File: src/rtl/booth_mac_pkg.sv
package booth_mac_pkg;
  // Signed radix-4 digit selected by one recoded multiplier triplet.
  typedef enum logic [2:0] {
    DIG_ZERO = 3'd0,
    DIG_P1   = 3'd1,
    DIG_P2   = 3'd2,
    DIG_N1   = 3'd3,
    DIG_N2   = 3'd4
  } booth_dig_e;
endpackage

File: src/rtl/booth_recoder.sv
module booth_recoder
  import booth_mac_pkg::*;
(
  input  logic [2:0]  trip,   // {b[2i+1], b[2i], b[2i-1]}
  output booth_dig_e  dig
);
  always_comb begin
    unique case (trip)
      3'b000, 3'b111: dig = DIG_ZERO;
      3'b001, 3'b010: dig = DIG_P1;
      3'b011:         dig = DIG_P2;
      3'b100:         dig = DIG_N2;
      default:        dig = DIG_N1;   // 101, 110
    endcase
  end
endmodule

File: src/rtl/booth_addend.sv
module booth_addend
  import booth_mac_pkg::*;
#(
  parameter int W = 32
) (
  input  booth_dig_e     dig,
  input  logic [W-1:0]   mcand,
  output logic [W-1:0]   addend
);
  logic [W-1:0] mag;
  logic         neg;

  always_comb begin
    mag = '0;
    neg = 1'b0;
    unique case (dig)
      DIG_P1: mag = mcand;
      DIG_P2: mag = {mcand[W-2:0], 1'b0};
      DIG_N1: begin mag = mcand;                  neg = 1'b1; end
      DIG_N2: begin mag = {mcand[W-2:0], 1'b0};   neg = 1'b1; end
      default: mag = '0;
    endcase
    addend = neg ? (~mag + W'(1)) : mag;
  end
endmodule

File: src/rtl/booth_mac.sv
module booth_mac
  import booth_mac_pkg::*;
#(
  parameter int W = 32
) (
  input  logic         clk,
  input  logic         rst_n,
  input  logic         start,
  input  logic [W-1:0] op_a,
  input  logic [W-1:0] op_b,
  input  logic [W-1:0] op_c,
  input  logic         acc_en,
  output logic         ready,
  output logic         done,
  output logic [W-1:0] result
);
  localparam int STEPS = W / 2;
  localparam int CW    = $clog2(STEPS + 1);
  localparam logic [CW-1:0] LAST_STEP = CW'(STEPS - 1);

  // reset synchronizer: asynchronous assertion, synchronous release
  logic [1:0] rst_sync_q;
  logic       rst_int_n;

  always_ff @(posedge clk or negedge rst_n) begin
    if (!rst_n) rst_sync_q <= 2'b00;
    else        rst_sync_q <= {rst_sync_q[0], 1'b1};
  end
  assign rst_int_n = rst_sync_q[1];

  logic          busy_q, busy_d;
  logic          done_q, done_d;
  logic [W-1:0]  acc_q, acc_d;
  logic [W-1:0]  mcand_q, mcand_d;
  logic [W-1:0]  mplier_q, mplier_d;
  logic          prev_q, prev_d;
  logic [CW-1:0] step_q, step_d;
  logic [W-1:0]  result_q, result_d;

  booth_dig_e    dig;
  logic [W-1:0]  addend;
  logic [W-1:0]  acc_sum;
  logic [W-1:0]  mplier_sh;
  logic          finish;
  logic          dp_en;

  booth_recoder u_rec (
    .trip ({mplier_q[1:0], prev_q}),
    .dig  (dig)
  );

  booth_addend #(.W(W)) u_add (
    .dig    (dig),
    .mcand  (mcand_q),
    .addend (addend)
  );

  assign acc_sum   = acc_q + addend;
  assign mplier_sh = {2'b00, mplier_q[W-1:2]};
  // stop when nothing is left to consume and no borrow is pending,
  // or when every digit has been processed
  assign finish    = ((mplier_sh == '0) && !mplier_q[1]) || (step_q == LAST_STEP);
  assign dp_en     = busy_q | start;

  always_comb begin
    busy_d   = busy_q;
    done_d   = 1'b0;
    acc_d    = acc_q;
    mcand_d  = mcand_q;
    mplier_d = mplier_q;
    prev_d   = prev_q;
    step_d   = step_q;
    result_d = result_q;
    if (!busy_q) begin
      if (start) begin
        busy_d   = 1'b1;
        acc_d    = acc_en ? op_c : '0;
        mcand_d  = op_a;
        mplier_d = op_b;
        prev_d   = 1'b0;
        step_d   = '0;
      end
    end else begin
      acc_d    = acc_sum;
      mcand_d  = {mcand_q[W-3:0], 2'b00};
      mplier_d = mplier_sh;
      prev_d   = mplier_q[1];
      step_d   = step_q + CW'(1);
      if (finish) begin
        busy_d   = 1'b0;
        done_d   = 1'b1;
        result_d = acc_sum;
      end
    end
  end

  always_ff @(posedge clk or negedge rst_int_n) begin
    if (!rst_int_n) begin
      busy_q   <= 1'b0;
      done_q   <= 1'b0;
      result_q <= '0;
    end else begin
      busy_q   <= busy_d;
      done_q   <= done_d;
      if (done_d) result_q <= result_d;
    end
  end

  always_ff @(posedge clk or negedge rst_int_n) begin
    if (!rst_int_n) begin
      acc_q    <= '0;
      mcand_q  <= '0;
      mplier_q <= '0;
      prev_q   <= 1'b0;
      step_q   <= '0;
    end else if (dp_en) begin
      acc_q    <= acc_d;
      mcand_q  <= mcand_d;
      mplier_q <= mplier_d;
      prev_q   <= prev_d;
      step_q   <= step_d;
    end
  end

  assign ready  = ~busy_q;
  assign done   = done_q;
  assign result = result_q;
endmodule

File: config.mk
export PLATFORM = sky130hd
export DESIGN_NAME = booth_mac
export DESIGN_NICKNAME = d
export VERILOG_FILES = /design/src/rtl/booth_mac_pkg.sv /design/src/rtl/booth_recoder.sv /design/src/rtl/booth_addend.sv /design/src/rtl/booth_mac.sv
export SDC_FILE = /design/constraint.sdc
export NUM_CORES = 1
export LEC_CHECK = 0
export ABC_AREA = 1
export CAP_MARGIN = 15
export CORE_ASPECT_RATIO = 1.4
export CORE_UTILIZATION = 55
export DETAILED_ROUTE_END_ITERATION = 16
export GPL_ROUTABILITY_DRIVEN = 0
export PLACE_DENSITY = 0.81
export SYNTH_ARGS = -nofsm -noshare
export SYNTH_HDL_FRONTEND = slang
export SYNTH_SLANG_ARGS = --single-unit
File: constraint.sdc
create_clock -name clk -period 8 [get_ports clk]
set_input_delay 2 -clock clk [delete_from_list [all_inputs] [get_ports clk]]
set_output_delay 2 -clock clk [all_outputs]
set_load 0.03 [all_outputs]
; ---- Yosys cells after proc, flatten, opt, wreduce, memory -nomap -nowiden
; Cells that the tools add are included.
[classes]
n_bitwise = 3
addsub = 3
eq_ne = 10
mux = 20
n_reduce_logical = 13
[ops]
columns = cell, count
row1 = $mux W32, 8
row2 = $pmux W32 S2, 1
row3 = $add A32 B1 Y32 const B, 1
row4 = $add A32 B32 Y32, 1
row5 = $logic_not A32 Y1, 1
row6 = $not A32 Y32, 1
row7 = $eq A3 B2 Y1 const B, 4
row8 = $pmux W3 S4, 1
row9 = $mux W5, 2
row10 = $reduce_or A2 Y1, 5
row11 = $eq A3 B3 Y1 const B, 3
row12 = $mux W1, 8
row13 = $eq A3 B1 Y1 const B, 2
row14 = $add A5 B1 Y5 const B, 1
row15 = $eq A5 B4 Y1 const B, 1
row16 = $logic_not A3 Y1, 1
row17 = $reduce_and A3 Y1, 1
row18 = $reduce_and A2 Y1, 1
row19 = $reduce_bool A2 Y1, 1
row20 = $logic_and A1 B1 Y1, 1
row21 = $logic_not A1 Y1, 1
row22 = $logic_or A1 B1 Y1, 1
row23 = $not A1 Y1, 1
row24 = $or A1 B1 Y1, 1
[word_totals]
out_inout_bits = 34
wordCells = 58
regBits = 138
in_bits = 100

; ---- Logic depth before layout (Yosys ltp)
; Gate-level depths: netlist (run 1).
[depth]
depth_word = 11
ltp_mapped = 32
ltp_nobuf = 31

; ---- Modules after synthesis
; From an unflattened synthesis (run 1), not the netlist that was laid out.
[hier_totals]
hier_cells = 1405
hier_area_um2 = 9591.7
[modules_own_cells]
columns = mod, seq_area_each_um2, cells_per_inst, instances, area_each_um2
row1 = booth_mac, 3453.3, 1069, 1, 7966.4
row2 = booth_addend, 0.0, 326, 1, 1577.8
row3 = booth_recoder, 0.0, 10, 1, 47.5

; ---- Worst setup path after synthesis (run 1)
; No wires, ideal clock.
[synth_timing]
kind = reg-to-reg
from = register mplier_q[0]
to = register acc_q[23]
period_less_slack_ns = 3.614
required_ns = 7.923
arrival_ns = 3.537
setup_time_ns = 0.077
n_path_buf = 1
stages_incl_launch_ff = 27
path_slack_ns = 4.386
path_cell_list = dfrtp_1 -> inv_1 -> ha_1 -> buf_2 -> a22oi_2 -> ha_1 -> nand2_2 -> nor2_4 -> nand3_2 -> inv_2 -> nand2_2 -> nor2_8 -> nor2_1 -> xnor2_1 -> inv_1 -> ha_1 -> a21oi_1 -> a21boi_0 -> a21boi_0 -> o21ai_0 -> nand2_1 -> nand2_1 -> nand2_1 -> nand2_1 -> nand2_1 -> nand3_1 -> a21oi_1
[synth_via]
elab_chain_len = 11
elab_cells_between_ends = 23
cone_classes = add/sub (2) / eq/ne (9) / mux (5) / bitwise (1) / reduce/logical (6)
[synth_rtl]
columns = element, line
row1 = "start, declared", booth_mac.sv:35  ; logic [W-1:0] mplier_q, mplier_d;
row2 = "start signal, assigned", booth_mac.sv:119  ; mplier_q <= mplier_d;
row3 = $eq A3 B1 Y1 (tied with other cells), booth_recoder.sv:8  ; unique case (trip)
row4 = $reduce_or A2 Y1, booth_recoder.sv:8
row5 = $pmux W3 S4 (*), booth_recoder.sv:8
row6 = $eq A3 B2 Y1 (tied with other cells), booth_addend.sv:16  ; unique case (dig)
row7 = $reduce_or A2 Y1 (no line), n/a
row8 = $pmux W32 S2, booth_addend.sv:16
row9 = $not A32 Y32, booth_addend.sv:23  ; addend = neg ? (~mag + W'(1)) : mag;
row10 = $add A32 B1 Y32, booth_addend.sv:23
row11 = $mux W32 (*), booth_addend.sv:23
row12 = $add A32 B32 Y32 (*), booth_mac.sv:58  ; assign acc_sum = acc_q + addend;
row13 = $mux W32 (*), booth_mac.sv:74  ; if (!busy_q) begin
row14 = "end signal, assigned", booth_mac.sv:111  ; acc_q <= '0;
row15 = "end signal, assigned", booth_mac.sv:117  ; acc_q <= acc_d;
row16 = "end, declared", booth_mac.sv:33  ; logic [W-1:0] acc_q, acc_d;
; Mark *: on every way between the ends. The rest lies on a longest branch, timed or not.
; A chain may end at the register's enable or synchronous reset.

; ---- Final worst setup path (run 1)
; Ends and elaborated chain as after synthesis.

==> flow_summary.json, run 1 <==
{
  "overflow": 0,
  "yosys_warnings": 0,
  "rows": 55,
  "tns_ns": 0,
  "synth.net_count": 1370,
  "layout-drive-gt1-share_pct": 7.32,
  "syn-cell-area_um2": 9120,
  "finClkSkew_ns": 0.00805,
  "worst_slew_pin_slew_ns": 1.01,
  "wl_per_cell_um": 15.5,
  "reg2reg_from": "mplier_q[0]",
  "hold_class": "register to register",
  "yosys.area_share.adder_pct": 6.40,
  "synthToLayoutAreaGrowth_pct": 22.7,
  "drtIter0Drc": 613,
  "min-delay-start": "rst_sync_q[0]",
  "ff2ff_setup_slack_ns": 3.23,
  "finalHoldViolCount": 0,
  "layout_min_cycle_time_ns": 4.77,
  "slew_headroom_pct": 32.9,
  "worstSetupPathType": "register to register",
  "fmax_ghz": 0.210,
  "cts_tree": "done",
  "ys_seq_area_share_pct": 37.9,
  "synth_common_cells": "nand2_1 (413), dfrtp_1 (138), inv_1 (122)",
  "antenna_left": 0,
  "r2r-end": "acc_q[23]",
  "yosysMostFrequentCell": "nand2_1",
  "fin_nets": 1486,
  "async_flop_share_pct": 100,
  "ctsRootBufferMaster": "clkbuf_16",
  "whs_endpoint": "rst_sync_q[1]",
  "period_share_pct": 59.6,
  "rsz0062_at_grt": "no",
  "finalSetupViolCount": 0,
  "fin_cells": 1551,
  "dpl_cell_area_um2": 10600,
  "dp.cells": 1520,
  "drt_first_pass_iters": 5,
  "r2r.worst_path.cells": 27,
  "maxSlewViolCount": 0,
  "synth_top_family_by_area": "simple AND/OR/NAND/NOR gates",
  "die_h_um": 154,
  "dp_hpwl_um": 17700,
  "postLayoutSetupSlackWorst_ns": 3.23,
  "cts_num_sinks": 138,
  "drv_cap": 0,
  "vias": 8672,
  "whs_path_depth": 0,
  "critPathCaptureType": "register",
  "synthCells": 1224,
  "synthXorXnorAreaFrac_pct": 4.32,
  "grt_pass1_wl_um": 39400,
  "core_um2": 16200,
  "worstSetupStartpointType": "register",
  "num_io_pins": 134,
  "cts_setup_buffers": 0,
  "h-tree-depth": 4,
  "synth_seq_cells": 138,
  "grt_use_total_pct": 28.5,
  "synth_compound_area_share_pct": 14.9,
  "dieArea_um2": 17100,
  "initial_core_util_pct": 56.4,
  "synthDistinctLibCells": 46,
  "pre_cts_slack_ns": 3.33,
  "diodes": 0,
  "grt_antenna_before_repair": 0,
  "via_per_inst": 5.59,
  "clock_latency_ns": 0.42,
  "hold_buffers": 0,
  "synth-main-ff-cell": "dfrtp_1",
  "cts_buffers": 17,
  "drc": 0,
  "clockBufferDepth": 2,
  "io_buffers": 133,
  "grt_pass1_vias": 8480,
  "cp_max_fo": 30,
  "startpoint": "mplier_q[0]",
  "wirelength_um": 24000,
  "yosysTopAreaCell": "dfrtp_1",
  "dieWidth_um": 111,
  "synth_area_per_cell_um2": 7.45,
  "synthTopCellsByArea": "dfrtp_1 (38%), nand2_1 (17%), ha_1 (6.2%)",
  "yosysTopAreaCellShare_pct": 37.9,
  "grt_max_degree": 73,
  "stdcell_area_um2": 11200,
  "synth_edf_count": 0,
  "required_ns": 8.35,
  "synthSimpleGateAreaFrac_pct": 29.1,
  "crit_arrival_ns": 5.12,
  "cts_resized": 0,
  "path_clk_slew_ns": 0.06,
  "synthMuxAreaShare_pct": 0,
  "outcome": "completed"
}
sequential cells by signal, summed over array words and instances, names as in the netlist:
| name | cells |
|---|---|
| prev_q | 1 |
| acc_q | 32 |
| busy_q | 1 |
| rst_sync_q | 2 |
| done | 1 |
| mcand_q | 32 |
| mplier_q | 32 |
| step_q | 5 |
| result | 32 |
per-stage QoR:
stage          hold WS, ns  utilization, %
5_1_grt              0.372            69.2
6_report             0.362            69.2
3_5_place_dp         0.345            65.4
2_1_floorplan        0.331               -
4_1_cts              0.369            69.2
3_3_place_gp         0.336            65.4
how the worst max path moves through the flow:
stage	cells past startpoint	slack (ns)	to
floorplan	0	3.87	acc_q[0]
global route	27	2.82	acc_q[23]
detailed placement	27	3.33	acc_q[23]
finish	27	3.23	acc_q[23]
CTS	27	3.30	acc_q[23]
global placement	28	3.51	acc_q[23]
layer usage:
metal / share of wire (%) / global-route usage (%)
met3: 5.6 / 4.00
met4: 4.7 / 15.7
met2: 50 / 50.0
met1: 40 / 33.6
met5: 0 / 0
layout make-up:
cell class / instances / area [um2]
tap: 199 / 249
timing repair buffer: 142 / 1400
clock buffer: 21 / 470
fill: 1299 / 4980
inverter: 124 / 465
multi-input combinational: 917 / 5000
sequential: 138 / 3460
clock inverter: 10 / 143
logic make-up after synthesis:
logic type	after synthesis
simple gates	625
compound gates	200
buf+inv	169
flops	138
fa+ha+maj	46
xor+xnor	45
other cells	1
cells in the final DEF, fill, tap and decap left out, types with 7 or more instances in the layout:
cell type and n:
o21ai_0 31, clkdlybuf4s50_1 133, nor3_1 7, nand2_2 21, a22oi_1 36, dfrtp_1 136, inv_1 121, nor2_1 75
o211ai_1 8, nor2_2 10, a31oi_1 8, o221ai_1 23, nor4_1 9, nand4_1 11, buf_4 9, nand3_1 60
o21bai_1 7, a21oi_1 55, xor2_1 27, nand2_1 413, a22o_1 7, ha_1 45, or2_2 7, clkbuf_16 17
xnor2_1 18
worst max-delay path: stages (launching register included):
cell	delay, ns
dfrtp_1	0.37
inv_1	0.09
ha_1	0.21
nand2_1	0.11
nand2_2	0.41
a22oi_2	0.34
ha_1	0.24
nand2_2	0.09
nor2_4	0.11
nand3_2	0.08
inv_2	0.10
nand2_2	0.09
nor2_8	0.15
nor2_1	0.07
xnor2_1	0.14
inv_1	0.09
ha_1	0.29
a21oi_1	0.19
a21boi_0	0.29
a21boi_0	0.23
o21ai_0	0.28
nand2_1	0.13
nand2_1	0.11
nand2_1	0.10
nand2_1	0.05
nand2_1	0.09
nand3_1	0.07
a21oi_1	0.15
Power of run 1 is not shown: default switching activity piles up to over one toggle a cycle in this logic, so the estimate is an artifact.
==> run 2: changes to the inputs <==
CORE_UTILIZATION = 50   (was 55)
PLACE_DENSITY = 0.77   (was 0.81)
clock period = 3.9 ns   (was 8 ns; I/O delays follow)
==> flow_summary.json, run 2 (synthesis gave the netlist of run 1 again) <==
{
  "outcome": "finished, violations left",
  "violations": "negative setup slack",
  "hold_class": "register to register",
  "drt_first_pass_iters": 6,
  "wirelength_um": 29800,
  "ff2ff_setup_slack_ns": -0.27,
  "core_um2": 17900,
  "required_ns": 4.24,
  "grt_max_degree": 79,
  "critPathCaptureType": "register",
  "wl_per_cell_um": 17.9,
  "dpl_cell_area_um2": 11100,
  "layout-drive-gt1-share_pct": 23.3,
  "clock_latency_ns": 0.45,
  "reg2reg_from": "prev_q",
  "period_share_pct": 107,
  "clockBufferDepth": 2,
  "io_buffers": 133,
  "grt_pass1_vias": 8980,
  "hold_buffers": 0,
  "stdcell_area_um2": 12700,
  "worstSetupStartpointType": "register",
  "rows": 58,
  "overflow": 0,
  "die_h_um": 162,
  "final_common_cell": "nand2_1",
  "finalSetupViolCount": 23,
  "diodes": 0,
  "fmax_ghz": 0.240,
  "worst_slew_pin_slew_ns": 1.05,
  "grt_antenna_before_repair": 0,
  "min-delay-start": "rst_sync_q[0]",
  "final_cell_mix": "nand2_1 (383), dfrtp_1 (134), clkdlybuf4s50_1 (133), inv_1 (110), buf_4 (76)",
  "finClkSkew_ns": 0.0109,
  "drtIter0Drc": 954,
  "r2r-end": "acc_q[28]",
  "cts_buffers": 17,
  "grt_pass1_wl_um": 41500,
  "dieWidth_um": 116,
  "fin_nets": 1562,
  "maxSlewViolCount": 0,
  "multi_input_comb_area_um2": 5860,
  "dieArea_um2": 18800,
  "finalHoldViolCount": 0,
  "seq_area_um2": 3460,
  "initial_core_util_pct": 50.9,
  "rsz0062_at_grt": "yes",
  "crit_arrival_ns": 4.51,
  "worstSetupPathType": "register to register",
  "cts_tree": "done",
  "synthToLayoutAreaGrowth_pct": 39.8,
  "antenna_left": 0,
  "fillers": 1314,
  "drv_cap": 0,
  "postLayoutSetupSlackWorst_ns": -0.270,
  "layout_min_cycle_time_ns": 4.17,
  "via_per_inst": 5.79,
  "ctsRootBufferMaster": "clkbuf_16",
  "num_io_pins": 134,
  "dp_hpwl_um": 18400,
  "whs_endpoint": "rst_sync_q[1]",
  "whs_path_depth": 0,
  "slew_headroom_pct": 30.0,
  "drc": 0,
  "cts_num_sinks": 138,
  "h-tree-depth": 4,
  "path_clk_slew_ns": 0.07,
  "grt_use_total_pct": 28.3,
  "vias": 9658,
  "cp_max_fo": 18,
  "r2r.worst_path.cells": 22,
  "pre_cts_slack_ns": -0.142
}
run 2: per-stage QoR:
step                      setup TNS (ns)  hold WS [ns]  std cells  utilization, %
after floorplan                        0         0.331       1224               -
after global placement                 0         0.338       1617            61.8
after detailed placement          -0.756         0.342       1617            61.8
after CTS                              0         0.353       1649            65.6
after global routing               -9.45         0.374       1669            71.1
final                              -2.46         0.350       1669            71.1
run 2: layout make-up:
type / count / share of cell area (%)
Tap cell: 240 / 2.36
Inverter: 124 / 3.74
Clock buffer: 18 / 3.37
Sequential cell: 138 / 27.1
Timing Repair Buffer: 218 / 15.9
Clock inverter: 14 / 1.54
Multi-Input combinational cell: 917 / 46.0
run 2: per-layer routing:
layer  vias to the layer above  share of wire, %  track usage [%]  wire (um)
met5                         -                 0                0          0
met4                         0               6.2             14.6       1850
met3                       156               8.3             4.18       2490
met2                       565                49             49.3      14600
met1                      4525                36             33.3      10900
li1                       4412                 -                -          -
run 2: repair_timing:
item	4_1_cts	5_1_grt
resized for setup	16	211
setup endpoints to repair	13	46
buffers inserted	0	20
cloned	0	0
pin swaps	2	66
run 2: how the worst max path moves through the flow:
stage	slack [ns]	depth (start not counted)	startpoint	end
global route	-0.52	26	prev_q	result[24]
global placement	0.0005	26	mplier_q[0]	result[31]
floorplan	0.29	26	mplier_q[0]	acc_q[23]
finish	-0.27	22	prev_q	acc_q[28]
detailed placement	-0.14	26	mplier_q[0]	acc_q[31]
CTS	0.002	24	mplier_q[0]	acc_q[26]
run 2: critical path, stage by stage, from the launching register on:
cell	delay [ns]
dfrtp_2	0.47
inv_4	0.10
ha_4	0.21
buf_4	0.16
buf_12	0.16
nand2_1	0.08
nand2_2	0.10
nor2_1	0.15
nand2_1	0.08
nor2_2	0.15
nand3_1	0.14
nand2_1	0.10
xor2_1	0.14
inv_1	0.06
ha_1	0.41
a21o_1	0.24
buf_4	0.13
a31oi_2	0.17
a21oi_1	0.15
a211oi_2	0.46
nand3_2	0.18
nand3_1	0.14
nand2_1	0.07
Power of run 2 is left out for the same reason.
==> run 3: changes to the inputs <==
CTS_CLUSTER_DIAMETER = 30   (was default)
==> results of run 3 <==
Final layout, timing and power as in run 2 (identical DEF).
Power of run 3 is left out for the same reason.
